## config.mk

```make
export PLATFORM = sky130hd
export DESIGN_NAME = rect_readback
export DESIGN_NICKNAME = d
export VERILOG_FILES = /design/src/rtl/rr_pkg.sv /design/src/rtl/rr_cursor.sv /design/src/rtl/rr_addr.sv /design/src/rtl/rect_readback.sv
export SDC_FILE = /design/constraint.sdc
export NUM_CORES = 1
export LEC_CHECK = 0
export BUFFER_PORTS_ARGS = -buffer_cell sky130_fd_sc_hd__buf_2
export CAP_MARGIN = 0
export CORE_MARGIN = 1.5
export CORE_UTILIZATION = 45
export CTS_BUF_LIST = sky130_fd_sc_hd__clkbuf_16
export DETAILED_ROUTE_END_ITERATION = 6
export HOLD_SLACK_MARGIN = 0.12
export PLACE_DENSITY_LB_ADDON = 0.2
export SETUP_SLACK_MARGIN = 0.1
export SYNTH_ARGS = -nofsm -noshare
export SYNTH_HDL_FRONTEND = slang
export SYNTH_SLANG_ARGS = --single-unit
```

## constraint.sdc

```tcl
create_clock -name clk -period 2.9 [get_ports clk]
set_clock_uncertainty 0.1 [all_clocks]
set_input_delay 0.145 -clock clk [delete_from_list [all_inputs] [get_ports clk]]
set_output_delay 0.145 -clock clk [all_outputs]
set_load 0.01 [all_outputs]
```

## src/rtl/rr_pkg.sv

```systemverilog
package rr_pkg;

    localparam int PIX_W  = 16;
    localparam int WORD_W = 2 * PIX_W;

    typedef enum logic [1:0] {
        ST_IDLE,   // no transfer; reads return the held word
        ST_FETCH,  // waiting for a request, then issue the low pixel
        ST_LOW,    // low pixel arrives, high pixel issued
        ST_HIGH    // high pixel arrives, word complete
    } rr_state_e;

endpackage

```

## src/rtl/rr_cursor.sv

```systemverilog
module rr_cursor #(
    parameter int XW = 10,
    parameter int YW = 9
) (
    input  logic [XW:0] col,
    input  logic [XW:0] w,
    input  logic [YW:0] row,
    input  logic [YW:0] h,
    output logic [XW:0] col_nx,
    output logic [YW:0] row_nx,
    output logic        last
);

    always_comb begin
        col_nx = col + (XW+1)'(1);
        row_nx = row;
        last   = 1'b0;
        if (col_nx == w) begin
            col_nx = '0;
            row_nx = row + (YW+1)'(1);
            last   = (row_nx == h);
        end
    end

endmodule

```

## src/rtl/rr_addr.sv

```systemverilog
module rr_addr #(
    parameter int MEM_W = 1024,
    parameter int MEM_H = 512,
    parameter int XW    = $clog2(MEM_W),
    parameter int YW    = $clog2(MEM_H),
    parameter int AW    = $clog2(MEM_W * MEM_H)
) (
    input  logic [XW-1:0] x,
    input  logic [YW-1:0] y,
    input  logic [XW:0]   col,
    input  logic [YW:0]   row,
    output logic [AW-1:0] addr
);

    localparam bit X_POW2 = (MEM_W == (1 << XW));
    localparam bit Y_POW2 = (MEM_H == (1 << YW));

    logic [XW+1:0] xs;
    logic [YW+1:0] ys;
    logic [XW-1:0] xw;
    logic [YW-1:0] yw;

    assign xs = (XW+2)'(x) + (XW+2)'(col);
    assign ys = (YW+2)'(y) + (YW+2)'(row);

    generate
        if (X_POW2) begin : g_x_mask
            assign xw = XW'(xs & (XW+2)'(MEM_W - 1));
        end else begin : g_x_mod
            assign xw = XW'(xs % (XW+2)'(MEM_W));
        end
        if (Y_POW2) begin : g_y_mask
            assign yw = YW'(ys & (YW+2)'(MEM_H - 1));
        end else begin : g_y_mod
            assign yw = YW'(ys % (YW+2)'(MEM_H));
        end
    endgenerate

    assign addr = AW'(yw) * AW'(MEM_W) + AW'(xw);

endmodule

```

## src/rtl/rect_readback.sv

```systemverilog
module rect_readback #(
    parameter int MEM_W = 1024,
    parameter int MEM_H = 512
) (
    input  logic                               clk,
    input  logic                               rst,
    input  logic                               start,
    input  logic [$clog2(MEM_W)-1:0]           start_x,
    input  logic [$clog2(MEM_H)-1:0]           start_y,
    input  logic [$clog2(MEM_W):0]             start_w,
    input  logic [$clog2(MEM_H):0]             start_h,
    input  logic                               rd_req,
    output logic                               rd_ack,
    output logic [31:0]                        rd_data,
    output logic                               busy,
    output logic                               mem_rd_en,
    output logic [$clog2(MEM_W*MEM_H)-1:0]     mem_addr,
    input  logic [15:0]                        mem_rd_data
);
    import rr_pkg::*;

    localparam int XW = $clog2(MEM_W);
    localparam int YW = $clog2(MEM_H);
    localparam int AW = $clog2(MEM_W * MEM_H);

    typedef struct packed {
        rr_state_e          st;
        logic [XW-1:0]      x;
        logic [YW-1:0]      y;
        logic [XW:0]        w;
        logic [YW:0]        h;
        logic [XW:0]        col;
        logic [YW:0]        row;
        logic               fin;    // last issued pixel closes the window
        logic [PIX_W-1:0]   lo;
        logic [WORD_W-1:0]  latch;
        logic               ack;
    } regs_t;

    regs_t q, d;

    logic [XW:0] col_nx;
    logic [YW:0] row_nx;
    logic        cur_last;
    logic        req_new;

    rr_cursor #(.XW(XW), .YW(YW)) cursor_i (
        .col    (q.col),
        .w      (q.w),
        .row    (q.row),
        .h      (q.h),
        .col_nx (col_nx),
        .row_nx (row_nx),
        .last   (cur_last)
    );

    rr_addr #(.MEM_W(MEM_W), .MEM_H(MEM_H), .XW(XW), .YW(YW), .AW(AW)) addr_i (
        .x    (q.x),
        .y    (q.y),
        .col  (q.col),
        .row  (q.row),
        .addr (mem_addr)
    );

    assign req_new = rd_req && !q.ack;

    always_comb begin
        d         = q;
        d.ack     = 1'b0;
        mem_rd_en = 1'b0;
        unique case (q.st)
            ST_IDLE: begin
                if (req_new) begin
                    d.ack = 1'b1;
                end
                if (start && (start_w != '0) && (start_h != '0)) begin
                    d.x   = start_x;
                    d.y   = start_y;
                    d.w   = start_w;
                    d.h   = start_h;
                    d.col = '0;
                    d.row = '0;
                    d.fin = 1'b0;
                    d.st  = ST_FETCH;
                end
            end
            ST_FETCH: begin
                if (req_new) begin
                    mem_rd_en = 1'b1;
                    d.col     = col_nx;
                    d.row     = row_nx;
                    d.fin     = cur_last;
                    d.st      = ST_LOW;
                end
            end
            ST_LOW: begin
                d.lo = mem_rd_data;
                if (q.fin) begin
                    d.latch = {{PIX_W{1'b0}}, mem_rd_data};
                    d.ack   = 1'b1;
                    d.st    = ST_IDLE;
                end else begin
                    mem_rd_en = 1'b1;
                    d.col     = col_nx;
                    d.row     = row_nx;
                    d.fin     = cur_last;
                    d.st      = ST_HIGH;
                end
            end
            ST_HIGH: begin
                d.latch = {mem_rd_data, q.lo};
                d.ack   = 1'b1;
                d.st    = q.fin ? ST_IDLE : ST_FETCH;
            end
            default: d.st = ST_IDLE;
        endcase
    end

    always_ff @(posedge clk) begin
        if (rst) begin
            q       <= '0;
            q.st    <= ST_IDLE;
        end else begin
            q <= d;
        end
    end

    assign rd_ack  = q.ack;
    assign rd_data = q.latch;
    assign busy    = (q.st != ST_IDLE);

endmodule

```

==> reports/metrics.yaml <==
outcome: "complete, no violations"
fin_setup_tns_ns: 0
switchingPower_mw: 1.35
slew_headroom_pct: 55.7
grt_pass1_vias: 5841
grt_max_degree: 61
dieArea_um2: 15500
postRouteAntennaNets: 0
period_needed_ns: 2.73
cts_root_buf: "clkbuf_16"
power.share.sequential_pct: 37.5
synthXorXnorAreaFrac_pct: 5.66
cts_buffers: 17
placed_area_um2: 7120
ioPinCount: 114
synth_mux_area_share_pct: 7.59
drc: 0
finalHoldWorstSlack_ns: 0.150
synth_edf_count: 0
p_int_mw: 3.28
num_antenna_cells: 0
dpl.hpwl_um: 11100
rows: 44
fin_crit_sh_pct: 94.0
final_cell_area_um2: 8340
ys.flop_type: "dfxtp_1"
rsz0062_at_grt: "yes"
synth_area_um2: 6660
vias: 6148
power_mw: 4.62
ys_types: 67
gp_congestion: 0.806
fin_util_pct: 57.6
drtIter0Drc: 337
fmax_mhz: 367
syn-num-nets: 920
power.leakage_nw: 3.57
synth_adder_area_share_pct: 5.11
crit_family: "compound AO/OA/AOI/OAI gates"
synth_compound_area_share_pct: 18.7
viasPerCell: 5.30
drive_gt1_share_pct: 21.3
maxCapViolations: 0
p_per_area_nw_per_um2: 554
path_clk_slew_ns: 0.05
postLayoutSetupSlackWorst_ns: 0.175
grt_overflow: 0
syn_inst: 834
nFillCells: 1342
dp_worst_setup_slack_ns: 0.206
cts.htree.levels: 4
cp_slowest_cell: "fa_2"
crit_chain: "buf_6 -> ha_2 -> inv_1 -> fa_2 -> inv_1 -> a21oi_1 -> o21bai_1 -> a21o_1 -> a21oi_1 -> o21ai_1 -> xor2_1 -> buf_2"
layout_commonest_cell: "buf_2"
syn_to_final_growth_pct: 25.2
yosysWarnings: 0
cp-start-kind: "flip-flop"
async_flop_share_pct: 0
avgSynthCellArea_um2: 7.98
crit_arrival_ns: 2.48
grt_first_pass_wirelength_um: 28100
synth_top_family_by_area: "simple AND/OR/NAND/NOR gates"
switching_share_pct: 29.1
cp_max_fo: 7
cts_sinks: 113
wire_per_inst_um: 15.0
antenna_found_initial: 0
start_util_pct: 46.0
drt-pass1-iter-count: 4
fin_cells: 1159
worst_pin_slew_ns: 0.658
synth-simple-area-share_pct: 20.3
wl_um: 17300
peakVddDrop_mv: 0.483
insertion_delay_ns: 0.42
dp_cells: 1066
finalSetupViolations: 0
final_cell_mix: "113 x buf_2, 109 x nand2_1, 108 x dfxtp_1, 98 x nor2_1, 83 x a21oi_1"
synth-seq-cells: 113
cts.path.max_buffers: 2
die-height_um: 125
synth_seq_area_share_pct: 34.0
p_comb_share_pct: 18.9
drv_slew: 0
hold_path.class: "in2reg"
crit_buf_inv: 4
io_buffer_count: 113
tritoncts: "done"
critical_path_class: "reg2out"
crit_path_end_kind: "output port"
layout.nets: 1048
finalHoldViolCount: 0
share_clk_of_total_power_pct: 43.6
track_usage_pct: 22.2
slowest_delay_ns: 0.34
die_w_um: 125
crit_required_ns: 2.65
coreArea_um2: 14500
[timing repair]
item	CTS	global route
setup endpoints to repair	4	6
pin swaps	2	11
endpoints found under the hold margin	83	0
setup buffers	1	4
hold buffers	56	0
gates resized for setup	7	12
gates cloned	0	0
[layout make-up]
| cell class | instances | area [um^2] | share of cell area (%) |
|---|---|---|---|
| multi-input combinational | 614 | 3860 | 46.3 |
| sequential | 113 | 2270 | 27.3 |
| clock inverter | 15 | 146 | 1.76 |
| inverter | 21 | 78.8 | 0.946 |
| timing repair buffer | 195 | 1330 | 15.9 |
| tap | 184 | 230 | 2.76 |
| clock buffer | 17 | 425 | 5.10 |
[sequential cells by signal, indices dropped and copies added (netlist names)]
name	count
q	80
rd_data	32
rd_ack	1
[kinds of logic after synthesis]
logic type	count (synthesis)
buf+inv	107
simple gates	298
mux	49
xor+xnor	43
flops	113
fa+ha+maj	26
compound gates	198
[Yosys cell counts (3+ instances only)]
master,instances,area share [%]
a221oi_1,15,2.0
nand3_1,23,1.7
a2bb2oi_1,7,0.92
buf_4,33,3.7
o211ai_1,4,0.45
and4_1,3,0.39
xnor2_1,27,3.6
nand2_1,109,6.1
o31ai_1,10,1.1
inv_1,21,1.2
o22ai_1,12,1.1
nor2b_1,4,0.38
buf_2,3,0.23
and3_2,3,0.34
o21bai_1,4,0.45
or4_1,4,0.45
and3_1,4,0.38
xor2_1,16,2.1
a211oi_1,4,0.45
a21oi_1,84,6.3
a31oi_1,4,0.38
mux2i_1,37,5.6
nor2_1,99,5.6
nand2b_1,6,0.56
mux2_2,11,1.9
nand4_1,11,1.0
o21ai_0,29,2.2
dfxtp_1,113,34
ha_1,24,4.5
clkbuf_1,43,2.4
a21o_1,6,0.68
nor4_1,5,0.47
nor3_1,12,0.90
[metal layers]
layer,wire [um],up-vias,GRT usage [%]
met3,735,27,5.24
met1,7870,2833,27.5
met2,8390,128,37.3
met4,338,0,8.52
li1,-,3160,-
met5,0,-,0
[path summary, 6_finish.rpt]
kind,start,endpoint,slack [ns],cells past startpoint
worst min-delay path,rst,q[87],0.15,2
worst max-delay path,q[60],mem_addr[8],0.17,12
worst max register to register,q[61],q[68],0.28,9
worst min register to register,q[97],q[97],0.36,2
[power by group through the flow]
stage	clock network, mW	registers [mW]	logic (mW)
2_1_floorplan	0	1.75	0.593
3_3_place_gp	0	1.76	0.809
3_5_place_dp	0	1.77	0.812
4_1_cts	2.06	1.73	0.871
5_1_grt	2.13	1.75	0.972
6_report	2.02	1.73	0.874
Power figures use the tool's default switching activity.
